===== src/rtl/gpio_xpdr_pkg.sv =====
package gpio_xpdr_pkg;
  localparam int NPIN = 8;
  localparam int AW   = 8;
  localparam int NREG = 7;

  typedef logic [NPIN-1:0] pinvec_t;
  typedef logic [AW-1:0]   addr_t;

  localparam addr_t A_ID    = 8'h01;
  localparam addr_t A_INSTS = 8'h0F;
  localparam addr_t A_STAT  = 8'h13;

  // read/write register slots
  localparam int I_DIR   = 0;
  localparam int I_OUT   = 1;
  localparam int I_HIZ   = 2;
  localparam int I_EXP   = 3;
  localparam int I_PEN   = 4;
  localparam int I_PSEL  = 5;
  localparam int I_MASK  = 6;

  localparam logic [2:0] MFR_CODE = 3'b101;

  function automatic addr_t slot_addr(input int idx);
    case (idx)
      I_DIR:   return 8'h03;
      I_OUT:   return 8'h05;
      I_HIZ:   return 8'h07;
      I_EXP:   return 8'h09;
      I_PEN:   return 8'h0B;
      I_PSEL:  return 8'h0D;
      default: return 8'h11;
    endcase
  endfunction

  function automatic pinvec_t slot_dflt(input int idx);
    case (idx)
      I_DIR, I_OUT: return '0;
      default:      return '1;
    endcase
  endfunction
endpackage


===== src/rtl/gpio_xpdr_sync.sv =====
module gpio_xpdr_sync #(
  parameter int W      = 8,
  parameter int STAGES = 2,
  parameter logic [W-1:0] RST_VAL = '1
) (
  input  logic         clk,
  input  logic         rst_n,
  input  logic [W-1:0] d_i,
  output logic [W-1:0] q_o
);
  logic [STAGES-1:0][W-1:0] stg_q;

  for (genvar s = 0; s < STAGES; s++) begin : g_stage
    logic [W-1:0] stg_d;
    if (s == 0) begin : g_first
      assign stg_d = d_i;
    end else begin : g_rest
      assign stg_d = stg_q[s-1];
    end
    always_ff @(posedge clk or negedge rst_n) begin
      if (!rst_n) stg_q[s] <= RST_VAL;
      else        stg_q[s] <= stg_d;
    end
  end

  assign q_o = stg_q[STAGES-1];
endmodule


===== src/rtl/gpio_xpdr_regs.sv =====
module gpio_xpdr_regs
  import gpio_xpdr_pkg::*;
(
  input  logic                       clk,
  input  logic                       rst_n,
  input  logic                       wr_en,
  input  addr_t                      addr,
  input  pinvec_t                    wdata,
  input  logic                       soft_rst,
  output logic [NREG-1:0][NPIN-1:0]  cfg_o
);
  for (genvar g = 0; g < NREG; g++) begin : g_reg
    localparam addr_t   MY_ADDR = slot_addr(g);
    localparam pinvec_t MY_DFLT = slot_dflt(g);
    pinvec_t val_d, val_q;
    logic    hit;

    assign hit = wr_en && (addr == MY_ADDR);

    always_comb begin
      val_d = val_q;
      if (soft_rst)  val_d = MY_DFLT;
      else if (hit)  val_d = wdata;
    end

    always_ff @(posedge clk or negedge rst_n) begin
      if (!rst_n) val_q <= MY_DFLT;
      else        val_q <= val_d;
    end

    assign cfg_o[g] = val_q;
  end
endmodule


===== src/rtl/gpio_xpdr_pins.sv =====
module gpio_xpdr_pins
  import gpio_xpdr_pkg::*;
(
  input  pinvec_t dir,
  input  pinvec_t outv,
  input  pinvec_t hiz,
  input  pinvec_t pen,
  input  pinvec_t psel,
  output pinvec_t pin_oe,
  output pinvec_t pin_out,
  output pinvec_t pull_en,
  output pinvec_t pull_up
);
  for (genvar i = 0; i < NPIN; i++) begin : g_pin
    logic drv, pl;
    assign drv        = dir[i] & ~hiz[i];
    assign pl         = ~dir[i] & pen[i];
    assign pin_oe[i]  = drv;
    assign pin_out[i] = drv & outv[i];
    assign pull_en[i] = pl;
    assign pull_up[i] = pl & psel[i];
  end
endmodule


===== src/rtl/gpio_xpdr_irq.sv =====
module gpio_xpdr_irq
  import gpio_xpdr_pkg::*;
(
  input  logic    clk,
  input  logic    rst_n,
  input  pinvec_t lvl,
  input  pinvec_t expv,
  input  pinvec_t mask,
  input  logic    clr_stat,
  input  logic    clr_flag,
  input  logic    soft_rst,
  output pinvec_t stat_o,
  output logic    flag_o,
  output logic    irq_n
);
  pinvec_t stat_d, stat_q, miss;
  logic    flag_d, flag_q;

  assign miss = lvl ^ expv;

  always_comb begin
    stat_d = stat_q;
    flag_d = flag_q;
    if (soft_rst) begin
      stat_d = '0;
      flag_d = 1'b1;
    end else begin
      stat_d = (clr_stat ? '0 : stat_q) | miss;
      if (clr_flag) flag_d = 1'b0;
    end
  end

  always_ff @(posedge clk or negedge rst_n) begin
    if (!rst_n) begin
      stat_q <= '0;
      flag_q <= 1'b1;
    end else begin
      stat_q <= stat_d;
      flag_q <= flag_d;
    end
  end

  assign stat_o = stat_q;
  assign flag_o = flag_q;
  assign irq_n  = ~((|(stat_q & ~mask)) | flag_q);
endmodule


===== src/rtl/gpio_xpdr_core.sv =====
module gpio_xpdr_core
  import gpio_xpdr_pkg::*;
#(
  parameter logic [2:0] REV = 3'd1
) (
  input  logic       clk,
  input  logic       rst_n,
  input  logic       reg_wr,
  input  logic       reg_rd,
  input  logic [7:0] reg_addr,
  input  logic [7:0] reg_wdata,
  output logic [7:0] reg_rdata,
  input  logic [7:0] pin_in,
  output logic [7:0] pin_oe,
  output logic [7:0] pin_out,
  output logic [7:0] pull_en,
  output logic [7:0] pull_up,
  output logic       irq_n
);
  logic [1:0] rsync_q;
  logic       srst_n;

  always_ff @(posedge clk or negedge rst_n) begin
    if (!rst_n) rsync_q <= '0;
    else        rsync_q <= {rsync_q[0], 1'b1};
  end
  assign srst_n = rsync_q[1];

  logic [NREG-1:0][NPIN-1:0] cfg;
  pinvec_t ins_lvl, stat_q;
  logic    por_flag, soft_rst, clr_stat, clr_flag;

  assign soft_rst = reg_wr && (reg_addr == A_ID) && reg_wdata[0];
  assign clr_stat = reg_rd && (reg_addr == A_STAT);
  assign clr_flag = reg_rd && (reg_addr == A_ID);

  gpio_xpdr_regs u_regs (
    .clk      (clk),
    .rst_n    (srst_n),
    .wr_en    (reg_wr),
    .addr     (reg_addr),
    .wdata    (reg_wdata),
    .soft_rst (soft_rst),
    .cfg_o    (cfg)
  );

  gpio_xpdr_sync #(.W(NPIN), .STAGES(2), .RST_VAL('1)) u_sync (
    .clk   (clk),
    .rst_n (srst_n),
    .d_i   (pin_in),
    .q_o   (ins_lvl)
  );

  gpio_xpdr_pins u_pins (
    .dir     (cfg[I_DIR]),
    .outv    (cfg[I_OUT]),
    .hiz     (cfg[I_HIZ]),
    .pen     (cfg[I_PEN]),
    .psel    (cfg[I_PSEL]),
    .pin_oe  (pin_oe),
    .pin_out (pin_out),
    .pull_en (pull_en),
    .pull_up (pull_up)
  );

  gpio_xpdr_irq u_irq (
    .clk      (clk),
    .rst_n    (srst_n),
    .lvl      (ins_lvl),
    .expv     (cfg[I_EXP]),
    .mask     (cfg[I_MASK]),
    .clr_stat (clr_stat),
    .clr_flag (clr_flag),
    .soft_rst (soft_rst),
    .stat_o   (stat_q),
    .flag_o   (por_flag),
    .irq_n    (irq_n)
  );

  always_comb begin
    reg_rdata = '0;
    if (reg_addr == A_ID)         reg_rdata = {MFR_CODE, REV, por_flag, 1'b0};
    else if (reg_addr == A_INSTS) reg_rdata = ins_lvl;
    else if (reg_addr == A_STAT)  reg_rdata = stat_q;
    else begin
      for (int k = 0; k < NREG; k++) begin
        if (reg_addr == slot_addr(k)) reg_rdata = cfg[k];
      end
    end
  end
endmodule


===== config.mk =====
export PLATFORM = sky130hd
export DESIGN_NAME = gpio_xpdr_core
export DESIGN_NICKNAME = d
export VERILOG_FILES = /design/src/rtl/gpio_xpdr_pkg.sv /design/src/rtl/gpio_xpdr_sync.sv /design/src/rtl/gpio_xpdr_regs.sv /design/src/rtl/gpio_xpdr_pins.sv /design/src/rtl/gpio_xpdr_irq.sv /design/src/rtl/gpio_xpdr_core.sv
export SDC_FILE = /design/constraint.sdc
export NUM_CORES = 1
export LEC_CHECK = 0
export BUFFER_PORTS_ARGS = -buffer_cell sky130_fd_sc_hd__buf_2
export CAP_MARGIN = 40
export CORE_MARGIN = 10
export CORE_UTILIZATION = 57
export CTS_CLUSTER_DIAMETER = 150
export CTS_CLUSTER_SIZE = 10
export DETAILED_ROUTE_END_ITERATION = 6
export GPL_TIMING_DRIVEN = 0
export PLACE_DENSITY = 0.8
export SYNTH_ARGS = -nofsm -noshare
export SYNTH_HDL_FRONTEND = slang
export SYNTH_SLANG_ARGS = --single-unit

===== constraint.sdc =====
create_clock -name clk -period 3 [get_ports clk]
set_input_delay 0 -clock clk [delete_from_list [all_inputs] [get_ports clk]]
set_output_delay 0 -clock clk [all_outputs]
set_load 0.01 [all_outputs]

==> results of run 1 <==
## power by group
part / internal, mW / leakage, nW / total (mW) / switching [mW]
Clock: 0.416 / 0.0971 / 0.858 / 0.443
Sequential: 1.24 / 0.907 / 1.32 / 0.0761
Combinational: 0.160 / 1.52 / 0.341 / 0.181
## worst min-delay path, cell delays in order
cell and delay (ns):
sky130_fd_sc_hd__buf_2 0.13, sky130_fd_sc_hd__nand2_1 0.22, sky130_fd_sc_hd__o41ai_1 0.10
## Yosys cell counts (4+ instances only)
cell / number
sky130_fd_sc_hd__nand3_1: 11
sky130_fd_sc_hd__and3b_1: 4
sky130_fd_sc_hd__or2_2: 5
sky130_fd_sc_hd__buf_4: 17
sky130_fd_sc_hd__nand2_1: 53
sky130_fd_sc_hd__nor2b_1: 22
sky130_fd_sc_hd__buf_2: 10
sky130_fd_sc_hd__o22ai_1: 6
sky130_fd_sc_hd__inv_1: 14
sky130_fd_sc_hd__dfrtp_1: 26
sky130_fd_sc_hd__mux2i_1: 45
sky130_fd_sc_hd__a221oi_1: 9
sky130_fd_sc_hd__a21oi_1: 25
sky130_fd_sc_hd__clkbuf_1: 15
sky130_fd_sc_hd__nor3_1: 6
sky130_fd_sc_hd__nor2_1: 23
sky130_fd_sc_hd__and2_1: 17
sky130_fd_sc_hd__a21o_1: 4
sky130_fd_sc_hd__xor2_1: 8
sky130_fd_sc_hd__dfstp_2: 57
sky130_fd_sc_hd__a22oi_1: 4
sky130_fd_sc_hd__o21ai_0: 17
## flip-flops by register name (all words and copies together) (netlist names)
| name | flops |
|---|---|
| u_sync.g_stage.stg_d | 8 |
| u_irq.flag_o | 1 |
| rsync_q | 2 |
| u_irq.stat_o | 8 |
| u_sync.q_o | 8 |
| u_regs.g.val_q | 56 |
## layer usage
metal / up-vias / part of all wire [%] / GRT usage [%]
met2: 270 / 46 / 35.7
met5: - / 0 / 0
met1: 1893 / 39 / 28.6
met3: 53 / 10 / 5.37
met4: 0 / 4.4 / 12.5
li1: 1767 / - / -
## layout make-up
class                           count  area [sq um]
Sequential cell                    83          2150
Clock inverter                      6          72.6
Multi-Input combinational cell    310          2070
Buffer                             43           245
Tap cell                          102           128
Fill cell                         602          2290
Timing Repair Buffer               91           578
Inverter                           14          52.6
Clock buffer                       10           138
## kinds of logic (layout without fill, tap and decap cells)
| group | count (synthesis) | count (layout) | share of synthesized area, % |
|---|---|---|---|
| and+or+nand+nor | 161 | 161 | 19.5 |
| AOI/OAI and AO/OA | 91 | 91 | 13.4 |
| DFF | 83 | 83 | 47.6 |
| buffers and inverters | 57 | 164 | 6.60 |
| muxes | 49 | 49 | 11.2 |
| xor gates and xnor gates | 8 | 8 | 1.55 |
| other | 1 | 1 | 0.0831 |
## final timing paths
kind | startpoint | endpoint | slack (ns) | depth (start not counted)
setup / recovery | reg_addr[3] | reg_rdata[1] | 0.62 | 9
hold / removal | reg_addr[1] | u_regs.g_reg[0].val_q[0] | 0.12 | 3
setup reg to reg | u_regs.g_reg[3].val_q[4] | u_irq.stat_o[4] | 1.98 | 3
hold reg to reg | rsync_q[1] | u_regs.g_reg[0].val_q[0] | 0.32 | 0
max in group asynchronous | rsync_q[1] | u_regs.g_reg[5].val_q[2] | 2.03 | 1
min in group asynchronous | rsync_q[1] | u_regs.g_reg[0].val_q[0] | 0.32 | 0
## timing repair
action | in CTS | in global routing
buffers inserted | 0 | 0
endpoints found under the setup margin | 0 | 0
endpoints found under the hold margin | 45 | 0
hold buffers | 19 | 0
## metrics by stage
stage,setup TNS (ns),cells,instance area [sq um]
after floorplan,0,450,4510
after global placement,-4.97,620,4980
after detailed placement,0,623,5020
after CTS,0,658,5420
after global routing,0,659,5430
final,0,659,5430
==> results.txt, run 1 <==
For this block, the initial DRC count from the detailed router was 294. The worst setup margin is 0.621 ns. The final count of negative-setup-slack endpoints came out at 0. Derived from the worst setup path, the maximum achievable clock frequency is 420 MHz. The commonest non-fill, non-tap cell in the layout is sky130_fd_sc_hd__buf_2.

In this design, the critical path's most frequently occurring cell is sky130_fd_sc_hd__clkbuf_1. The post-route netlist has 33.9% of its cells at a drive strength greater than 1. The count of instances resized after the clock tree is built came out at 0. Entering global routing, the biggest net connects 43 pins.

Summed over all cells, the static leakage comes to 2.53 nW. The signal on the critical path passes through buf_2 -> clkbuf_1 -> clkbuf_1 -> clkbuf_1 -> nand3_1 -> o22ai_1 -> a21oi_1 -> o21a_1 -> buf_2. The wire length of the first global-routing pass came out at 21,100 um. The count of vias placed by the detailed router is 3,983. TritonCTS built the clock tree.

The run finished with clean final reports. The clock buffer count from CTS came out at 9. The global-route total usage across every layer came out at 22.8%. The clock latency reported for the late side of the worst-skew pair is 0.37 ns. The primary flip-flop cell chosen by synthesis mapping is sky130_fd_sc_hd__dfstp_2. VDD sags by at most 0.350 mV. The number of buffers and inverters on the critical path came out at 5.

The min-delay analysis places its worst path in the category input pin to flop. The clock tree synthesis step divided the H-tree into 3 levels. The slew of the pin with the lowest slew margin is 0.786 ns. The remaining max-slew budget at the tightest pin came out at 47.2%.

The number of vias per cell after detailed routing is 6.04. The final number of max-transition violations is 0. The total overflow reported by the global router came out at 0. For this configuration, the core starts out at a cell density of 58.4%. The power per cell area is 463 nW/um^2. Summing internal, switching and leakage power gives 2.52 mW. The initial antenna violation count was 0. In this run the tool buffered the top-level ports with 68 buffer cells. The core region area is 7730 sq um. For this run, the slowest stage of the critical path takes 0.53 ns. The fraction of synthesized cell area taken by the top area cell type came out at 33.2%. The worst setup path is of the input pin to primary output kind. The remaining antenna violation count is 0.

The final-layout worst hold slack came out at 0.115 ns. After detailed routing, the average wire length per cell comes to 19.8 um. The maximum fanout along the worst path came out at 10. The total DRC errors in the routed layout is 0. STA classifies the critical path startpoint as an input pin.

The final design utilization came out at 70.3%. The first detailed-routing pass took 6 iterations. Leaving out fill and tap cells, the most frequent cells in the layout are sky130_fd_sc_hd__buf_2 (79), sky130_fd_sc_hd__dfstp_2 (57), sky130_fd_sc_hd__nand2_1 (53), sky130_fd_sc_hd__mux2i_1 (45). The biggest area contributor in the post-synthesis netlist is sky130_fd_sc_hd__dfstp_2.

When the netlist entered floorplanning its net count stood at 478. The overall die area is 11,900 sq um. After layout, the worst path uses 79.3% of the clock period.

The max-cap check violation count came out at 0. The sequential cell area fraction in the yosys report came out at 47.6%. The kind of cell with the highest combined delay along the critical path is buffers and inverters. The sink count of the clock tree came out at 83. The total number of nets in the final design came out at 580. The root buffer cell chosen for the clock tree is sky130_fd_sc_hd__clkbuf_8. The number of top-level pins is 69. In this run, synthesis inferred 0 flip-flops with an integrated enable. STA classifies the critical path endpoint as a primary output. The routability congestion estimate from global placement is 0.952. Yosys printed 0 warnings.

The slowest stage of the critical path is the sky130_fd_sc_hd__clkbuf_1 cell. Once detailed placement completed, the half-perimeter wirelength came to 9510 um. The average footprint of a synthesized cell came out at 10.0 sq um. The antenna diode count came out at 0. Counting flops and latches in the post-synthesis netlist gives 83. The area of the mapped netlist is 4510 sq um. The final hold violation count is 0.

The clock-pin slew on the worst setup and hold paths is 0.09 ns. In this run, distinct cell masters in the synthesized netlist total 52. The via count of the first global-routing pass is 3,923. The x dimension of the die came out at 109 um. Timing analysis after detailed placement gives a worst setup slack of 0.758 ns. The setup clock skew after layout came out at 0.00380 ns. In the synthesized netlist, the number of instances is 450. The relative area change from synthesis to final layout came out at 20.4%. The post-layout minimum cycle time is 2.38 ns.

The initialized floorplan defines 32 standard-cell rows. The maximum buffer depth of the clock tree is 2. Setup repair after global routing left no endpoint under its margin. The data arrival time at the worst-slack endpoint came out at 2.38 ns. Data on the critical path is required at its endpoint by 3.00 ns. For this block, the routed nets add up to 13,100 um of wire. By area the synthesized netlist is led by sky130_fd_sc_hd__dfstp_2 (33%), sky130_fd_sc_hd__dfrtp_1 (14%), sky130_fd_sc_hd__mux2i_1 (10%). The fraction of registers with async set or reset after synthesis came out at 100%. The vertical die dimension came out at 109 um.
Power figures use the tool's default switching activity.
==> inputs of run 2 (changes only) <==
Settings changed: ABC_AREA set to 1, CORE_UTILIZATION 57 to 51, PLACE_DENSITY 0.8 to 0.76.
Clock period 3 ns to 2.1 ns, I/O delays scaled along.
==> results.txt, run 2 <==
The launch instance of the worst register-to-register path is rsync_q[1] (was u_regs.g_reg[3].val_q[4]). The quantity of I/O buffers inserted on ports was 67 (was 68). The number of storage elements in the synthesis netlist is 83 (unchanged). Most instantiated cells after synthesis: sky130_fd_sc_hd__nand2_1 (96), sky130_fd_sc_hd__inv_1 (81), sky130_fd_sc_hd__nor2_1 (61) (was sky130_fd_sc_hd__dfstp_2 (57), sky130_fd_sc_hd__nand2_1 (53), sky130_fd_sc_hd__mux2i_1 (45)).

The detailed-routing iteration count for the pre-antenna-repair pass came to 5 (was 6). The routability congestion estimate from global placement came out at 0.909 (was 0.952). The beginning of the critical path is u_regs.g_reg[6].val_q[7] (was reg_addr[3]). The data arrival time at the worst-slack endpoint was 1.88 ns (was 2.38 ns).

The number of flip-flops in the largest register came out at 56 (unchanged). The number of top-level pins is 69 (unchanged). The wire length of the first global-routing pass came out at 19,300 um (was 21,100 um). The total overflow reported by the global router was 0 (unchanged). The worst reg2reg path endpoint is u_regs.g_reg[3].val_q[0] (was u_irq.stat_o[4]).

The area of the mapped netlist came to 4340 sq um (was 4510 sq um). The sequential cell area fraction in the yosys report is 49.5% (was 47.6%). Run status: finished clean (unchanged).

The cell with the largest stage delay on the worst path is sky130_fd_sc_hd__dfstp_2 (was sky130_fd_sc_hd__clkbuf_1). The pre-CTS setup slack came to 0.400 ns (was 0.758 ns). The worst hold path class is input pin to flop (unchanged). The remaining antenna violation count came out at 0 (unchanged). The critical path endpoint category is a primary output (unchanged). The largest net degree at the start of global routing is 47 (was 43). The top achievable clock speed is 532 MHz. The post-layout minimum cycle time came out at 1.88 ns. The sink count of the clock tree came to 83 (unchanged). The TritonCTS clock tree was built (unchanged). CP cell instances: inv_1 -> a21oi_1 -> o21ai_0 -> a2111oi_1 -> buf_2 (was buf_2 -> clkbuf_1 -> clkbuf_1 -> clkbuf_1 -> nand3_1 -> o22ai_1 -> a21oi_1 -> o21a_1 -> buf_2). The final-layout worst hold slack came out at 0.133 ns (was 0.115 ns). The fraction of registers with async set or reset after synthesis came out at 100% (unchanged). The number of buffers and inverters on the critical path came out at 2 (was 5). The maximum buffer depth of the clock tree came to 2 (unchanged).

The final number of max-transition violations is 0 (unchanged). The sequential cell area is 2150 sq um (unchanged). The cell type with the largest total area after synthesis is sky130_fd_sc_hd__dfstp_2 (unchanged). The type of the setup path with the least slack is flop to primary output (was input pin to primary output). The number of rows in the core area was 33 (was 32). The total of warnings raised by yosys is 0 (unchanged). The number of instances in the synthesized netlist came out at 523 (was 450). The final hold violation count is 0 (unchanged). The count of flip-flops with a built-in enable after synthesis is 0 (unchanged). The register containing the most flip-flops in the final layout is u_regs.g.val_q (unchanged). The average footprint of a synthesized cell came to 8.30 sq um (was 10.0 sq um). Unrepaired setup endpoints after global routing: false (unchanged). Top area cells in the synthesized netlist: sky130_fd_sc_hd__dfstp_2 (34%), sky130_fd_sc_hd__dfrtp_1 (15%), sky130_fd_sc_hd__nand2_1 (8.3%) (was sky130_fd_sc_hd__dfstp_2 (33%), sky130_fd_sc_hd__dfrtp_1 (14%), sky130_fd_sc_hd__mux2i_1 (10%)). The total DRC errors in the routed layout is 0 (unchanged). The fraction of synthesized cell area taken by the top area cell type is 34.5% (was 33.2%). The overall die area is 12,600 sq um (was 11,900 sq um).

The number of H-tree levels is 3 (unchanged). The total length of routed wires came to 11,800 um (was 13,100 um). The depth of the worst register-to-register path came to 1 (was 3). The detailed-route wire length per cell came out at 16.1 um (was 19.8 um). Top library cells by usage in the layout, fill and taps aside: sky130_fd_sc_hd__nand2_1 (96), sky130_fd_sc_hd__inv_1 (81), sky130_fd_sc_hd__buf_2 (71), sky130_fd_sc_hd__nor2_1 (61), sky130_fd_sc_hd__dfstp_2 (57) (was sky130_fd_sc_hd__buf_2 (79), sky130_fd_sc_hd__dfstp_2 (57), sky130_fd_sc_hd__nand2_1 (53), sky130_fd_sc_hd__mux2i_1 (45)). The clock-pin slew on the worst setup and hold paths was 0.09 ns (about the same). The share of cells above drive strength 1 came out at 31.3% (was 33.9%). The final count of negative-setup-slack endpoints was 0 (unchanged). The capturing instance or port of the critical path is irq_n (was reg_rdata[1]). The synthesized netlist net count came out at 551 (was 478). The core region area is 8260 sq um (was 7730 sq um). The initial cell density of the core came out at 52.6% (was 58.4%).

The clock latency reported for the late side of the worst-skew pair is 0.37 ns (about the same). The required time at the endpoint of the critical path came out at 2.10 ns (was 3.00 ns). The startpoint type of the worst setup path was a flop (was input pin). The relative area change from synthesis to final layout came out at 20.7% (was 20.4%).

The count of vias placed by the detailed router came to 3,959 (was 3,983). The worst setup margin is 0.221 ns (was 0.621 ns). The detailed-placement wirelength estimate came out at 9050 um (was 9510 um). The setup clock skew after layout is 0.00872 ns (was 0.00380 ns). The largest stage delay on the critical path is 0.54 ns (was 0.53 ns). The instance count on the critical path was 5 (was 9). The total number of nets in the final design came out at 649 (was 580).

The family of cells with the greatest summed delay on the critical path is compound AO/OA/AOI/OAI gates (was buffers and inverters). The clock buffer count from CTS came to 9 (unchanged). The most frequent cell after synthesis is sky130_fd_sc_hd__nand2_1 (was sky130_fd_sc_hd__dfstp_2). The setup TNS came out at 0 ns (unchanged). The vertical die dimension came out at 112 um (was 109 um).

The multi-input gate area in the final layout came out at 1690 sq um (was 2070 sq um). The number of distinct library cells after synthesis came out at 33 (was 52). The commonest non-fill, non-tap cell in the layout is sky130_fd_sc_hd__nand2_1 (was sky130_fd_sc_hd__buf_2). The number of violations reported at the end of detailed-routing iteration 0 is 209 (was 294). The global-route total usage across every layer was 18.6% (was 22.8%). The share of the clock period used by the worst path after layout came out at 89.5%. The via count of the first global-routing pass is 3,954 (was 3,923). The number of vias per cell after detailed routing was 5.42 (was 6.04). The x dimension of the die came to 112 um (was 109 um). The reg2reg setup slack is 1.14 ns (was 1.98 ns). The initial antenna violation count came out at 0 (unchanged). The number of inserted filler cells in the final layout is 761 (was 602). The power per cell area is 689 nW/um^2 (was 463 nW/um^2). The maximum fanout along the worst path came out at 2 (was 10). The largest vdd supply drop was 0.454 mV (was 0.350 mV). The leakage power total was 2.72 nW (was 2.53 nW). The number of buffers inserted by post-CTS setup repair was 0 (unchanged). The max-cap check violation count was 0 (unchanged). The clock tree root driver cell is sky130_fd_sc_hd__clkbuf_8 (unchanged). The antenna diode count came to 0 (unchanged). The primary flip-flop cell chosen by synthesis mapping was sky130_fd_sc_hd__dfstp_2 (unchanged).
==> run 2: cell types whose count changed after synthesis, sizes merged, moves of 9 or more <==
cell,before,now
inv,14,86
nand2,53,100
clkbuf,15,0
a221oi,9,0
a22oi,4,17
nor2,24,68
and2,17,0
nor2b,22,0
nand4,2,12
nor3,6,15
nand3,11,39
mux2i,45,0
==> run 2: how the worst min path moves through the flow <==
stage	to	start	slack, ns	cells after the start
after CTS	u_irq.flag_o	reg_addr[0]	0.13	6
after global placement	rsync_q[0]	rst_n	-0.22	1
final	u_irq.flag_o	reg_addr[0]	0.13	6
after detailed placement	rsync_q[0]	rst_n	-0.21	1
after global routing	u_irq.flag_o	reg_addr[0]	0.15	6
after floorplan	rsync_q[0]	rst_n	-0.30	0
==> run 2: final cells by class <==
class	count	share of cell area, %
Buffer	24	3.46
Clock buffer	10	2.63
Clock inverter	6	1.38
Inverter	86	6.16
Multi-Input combinational cell	330	32.3
Sequential cell	83	41.1
Tap cell	105	2.51
Timing Repair Buffer	87	10.6
==> run 2: kinds of logic after synthesis <==
kind of cell / after synthesis / synth area share [%]
other: 1 / 0.0864
buffers and inverters: 110 / 11.6
AO/OA/AOI/OAI: 77 / 11.2
XOR/XNOR: 8 / 1.61
AND/OR/NAND/NOR: 244 / 26.0
flip-flops: 83 / 49.5
==> run 2: per-layer routing <==
layer  global-route usage (%)  part of all wire (%)
met3                     4.37                   6.6
met2                     31.1                    50
met4                     7.95                   2.6
met1                     22.4                    41
met5                        0                     0
==> run 2: per-stage QoR <==
stage	power, mW	area [sq um]	std cells	utilization [%]
global route	3.77	5240	731	63.5
global placement	2.37	4810	695	58.2
CTS	3.62	5240	731	63.5
floorplan	2.19	4340	523	-
detailed placement	2.39	4840	696	58.6
finish	3.61	5240	731	63.5
==> run 2: report_power, final <==
part	switching, mW	total [mW]	internal, mW
Sequential	0.109	1.89	1.78
Clock	0.622	1.22	0.594
Combinational	0.274	0.499	0.225
Total	1.01	3.61	2.60
==> run 2: timing repair <==
item | CTS | global route
hold buffers | 19 | 0
hold endpoints to repair | 27 | 0
endpoints found under the setup margin | 0 | 1
gates resized for setup | 0 | 1
==> run 2: tightest hold or removal path: stages <==
cell	delay (ns)
sky130_fd_sc_hd__buf_2	0.12
sky130_fd_sc_hd__nand3_2	0.15
sky130_fd_sc_hd__nor2_4	0.06
sky130_fd_sc_hd__nand2_1	0.05
sky130_fd_sc_hd__nand2_1	0.04
sky130_fd_sc_hd__nand2_1	0.05
==> inputs of run 3 (changes only) <==
Settings changed: PLACE_DENSITY 0.76 to 0.77.
==> results.txt, run 3 (same netlist as run 2, synthesis figures left out) <==
The sink count of the clock tree is 83 (unchanged). The number of vias per cell after detailed routing came out at 5.31 (was 5.42). The setup TNS came out at 0 ns (unchanged). The x dimension of the die is 112 um (unchanged). The clock tree root driver cell was sky130_fd_sc_hd__clkbuf_8 (unchanged). The pre-CTS setup slack is 0.381 ns (was 0.400 ns). The depth of the worst register-to-register path was 1 (unchanged). The max-cap check violation count came out at 0 (unchanged).

The maximum fanout along the worst path is 2 (unchanged). The total number of nets in the final design came to 649 (unchanged). The number of H-tree levels is 3 (unchanged). The vertical die dimension is 112 um (unchanged). The top achievable clock speed is 520 MHz (was 532 MHz).

The final number of max-transition violations was 0 (unchanged). The startpoint type of the worst setup path is a flop (unchanged). The largest vdd supply drop is 0.520 mV (was 0.454 mV). The number of instances in the placed design came out at 696 (unchanged).

The critical path endpoint category is a primary output (unchanged). The worst setup margin came out at 0.178 ns (was 0.221 ns). Run status: finished clean (unchanged). The clock-pin slew on the worst setup and hold paths came to 0.09 ns (about the same).

The leakage power total is 2.73 nW (was 2.72 nW). The wire length of the first global-routing pass is 19,300 um (about the same). The largest stage delay on the critical path is 0.54 ns (about the same). The count of vias placed by the detailed router is 3,885 (was 3,959). The post-layout instance count excluding filler cells came out at 731 (unchanged). The initial antenna violation count is 0 (unchanged). The quantity of I/O buffers inserted on ports was 67 (unchanged). The commonest non-fill, non-tap cell in the layout is sky130_fd_sc_hd__nand2_1 (unchanged).

The number of rows in the core area is 33 (unchanged). The reg2reg setup slack came out at 1.14 ns (about the same). The number of top-level pins came out at 69 (unchanged). The number of buffers inserted by post-CTS setup repair came to 0 (unchanged). The TritonCTS clock tree is built (unchanged). The beginning of the critical path was u_regs.g_reg[6].val_q[7] (unchanged). The largest net degree at the start of global routing was 47 (unchanged). The final count of negative-setup-slack endpoints came to 0 (unchanged).

The power per cell area came out at 703 nW/um^2 (was 689 nW/um^2). The clock latency reported for the late side of the worst-skew pair came to 0.36 ns (was 0.37 ns). The post-layout minimum cycle time was 1.92 ns (was 1.88 ns). The detailed-route wire length per cell is 16.0 um (was 16.1 um). The capturing instance or port of the critical path was irq_n (unchanged). The via count of the first global-routing pass is 4,000 (was 3,954). The total length of routed wires came out at 11,700 um (was 11,800 um). The number of flip-flops in the largest register came out at 56 (unchanged). The number of inserted filler cells in the final layout is 762 (was 761).

The core region area is 8260 sq um (unchanged). The type of the setup path with the least slack is flop to primary output (unchanged). The post-place instance area is 4830 sq um (was 4840 sq um).

The post-route cell area came to 5250 sq um (was 5240 sq um). The overall die area came to 12,600 sq um (unchanged). The initial cell density of the core came out at 52.6% (unchanged). The worst reg2reg path endpoint is u_regs.g_reg[4].val_q[6] (was u_regs.g_reg[3].val_q[0]).

The relative area change from synthesis to final layout is 20.9% (was 20.7%). The maximum buffer depth of the clock tree is 2 (unchanged). The clock buffer count from CTS came to 9 (unchanged). The launch instance of the worst register-to-register path is rsync_q[1] (unchanged). Unrepaired setup endpoints after global routing: false (unchanged). The remaining max-slew budget at the tightest pin came out at 65.6%.

The remaining antenna violation count is 0 (unchanged). The required time at the endpoint of the critical path is 2.10 ns (about the same). The share of the clock period used by the worst path after layout came out at 91.5% (was 89.5%). The setup clock skew after layout is 0.0138 ns (was 0.00872 ns). The share of cells above drive strength 1 is 31.2% (was 31.3%).

The worst hold path class is input pin to flop (unchanged). The register containing the most flip-flops in the final layout is u_regs.g.val_q (unchanged). The final hold violation count is 0 (unchanged).

The number of violations reported at the end of detailed-routing iteration 0 is 263 (was 209). The total overflow reported by the global router is 0 (unchanged). The detailed-routing iteration count for the pre-antenna-repair pass is 5 (unchanged). The antenna diode count was 0 (unchanged).

The slew of the pin with the lowest slew margin came out at 0.503 ns. The routability congestion estimate from global placement came to 0.929 (was 0.909). The total DRC errors in the routed layout was 0 (unchanged). The data arrival time at the worst-slack endpoint came to 1.92 ns (was 1.88 ns).

The global-route total usage across every layer is 18.6% (about the same). Top library cells by usage in the layout, fill and taps aside: sky130_fd_sc_hd__nand2_1 (96), sky130_fd_sc_hd__inv_1 (81), sky130_fd_sc_hd__buf_2 (71), sky130_fd_sc_hd__nor2_1 (61), sky130_fd_sc_hd__dfstp_2 (57) (unchanged). The detailed-placement wirelength estimate came out at 9060 um (was 9050 um). The cell with the largest stage delay on the worst path is sky130_fd_sc_hd__dfstp_2 (unchanged). CP cell instances: inv_1 -> a21oi_1 -> o21ai_0 -> a2111oi_0 -> buf_2 (was inv_1 -> a21oi_1 -> o21ai_0 -> a2111oi_1 -> buf_2).
[run 3: changes by cell type in the layout (fill, tap and decap cells not counted), sizes merged]
| cell | before | now |
|---|---|---|
| bufinv | 1 | 2 |
| clkbuf | 10 | 11 |
| clkinvlp | 1 | 0 |
| inv | 88 | 87 |
[run 3: layout make-up]
class                           instances  area (sq um)  area share (%)
Sequential cell                        83          2150            41.0
Buffer                                 24           181            3.46
Multi-Input combinational cell        330          1690            32.2
Clock inverter                          5          86.3            1.64
Clock buffer                           11           141            2.69
Tap cell                              105           131            2.50
Timing Repair Buffer                   87           546            10.4
Inverter                               86           323            6.15
[run 3: power breakdown]
group	internal, mW	total [mW]	switching, mW
Combinational	0.224	0.495	0.271
Sequential	1.78	1.89	0.108
Clock	0.711	1.31	0.595
Total	2.72	3.69	0.974
[run 3: layer usage]
layer  GRT usage, %  share of wire, %
met1           22.4                40
met2           31.9                50
met3           4.85               7.3
met4           5.33               1.8
met5              0                 0
[run 3: worst max-delay path: cells and delay by family, from the launching register on]
kind / cells / cell delay, ns
buffers and inverters: 2 / 0.28
AOI/OAI and AO/OA: 3 / 0.74
DFF: 1 / 0.54
[run 3: what timing repair did]
| action | CTS | global route |
|---|---|---|
| resized for setup | 0 | 0 |
| endpoints found under the hold margin | 27 | 0 |
| hold buffers | 19 | 0 |
[run 3: worst min path at each step]
| stage | depth (start not counted) | end | from |
|---|---|---|---|
| floorplan | 0 | rsync_q[0] | rst_n |
| global placement | 1 | rsync_q[0] | rst_n |
| detailed placement | 1 | rsync_q[0] | rst_n |
| CTS | 6 | u_irq.flag_o | reg_addr[0] |
| global route | 6 | u_irq.flag_o | reg_addr[0] |
| finish | 6 | u_irq.flag_o | reg_addr[0] |
[run 3: stage by stage]
stage	power [mW]	hold WS, ns	utilization, %
after global placement	2.37	-0.215	58.2
after floorplan	2.19	-0.296	-
after detailed placement	2.39	-0.214	58.5
after global routing	3.85	0.185	63.6
after CTS	3.70	0.127	63.6
final	3.69	0.130	63.6
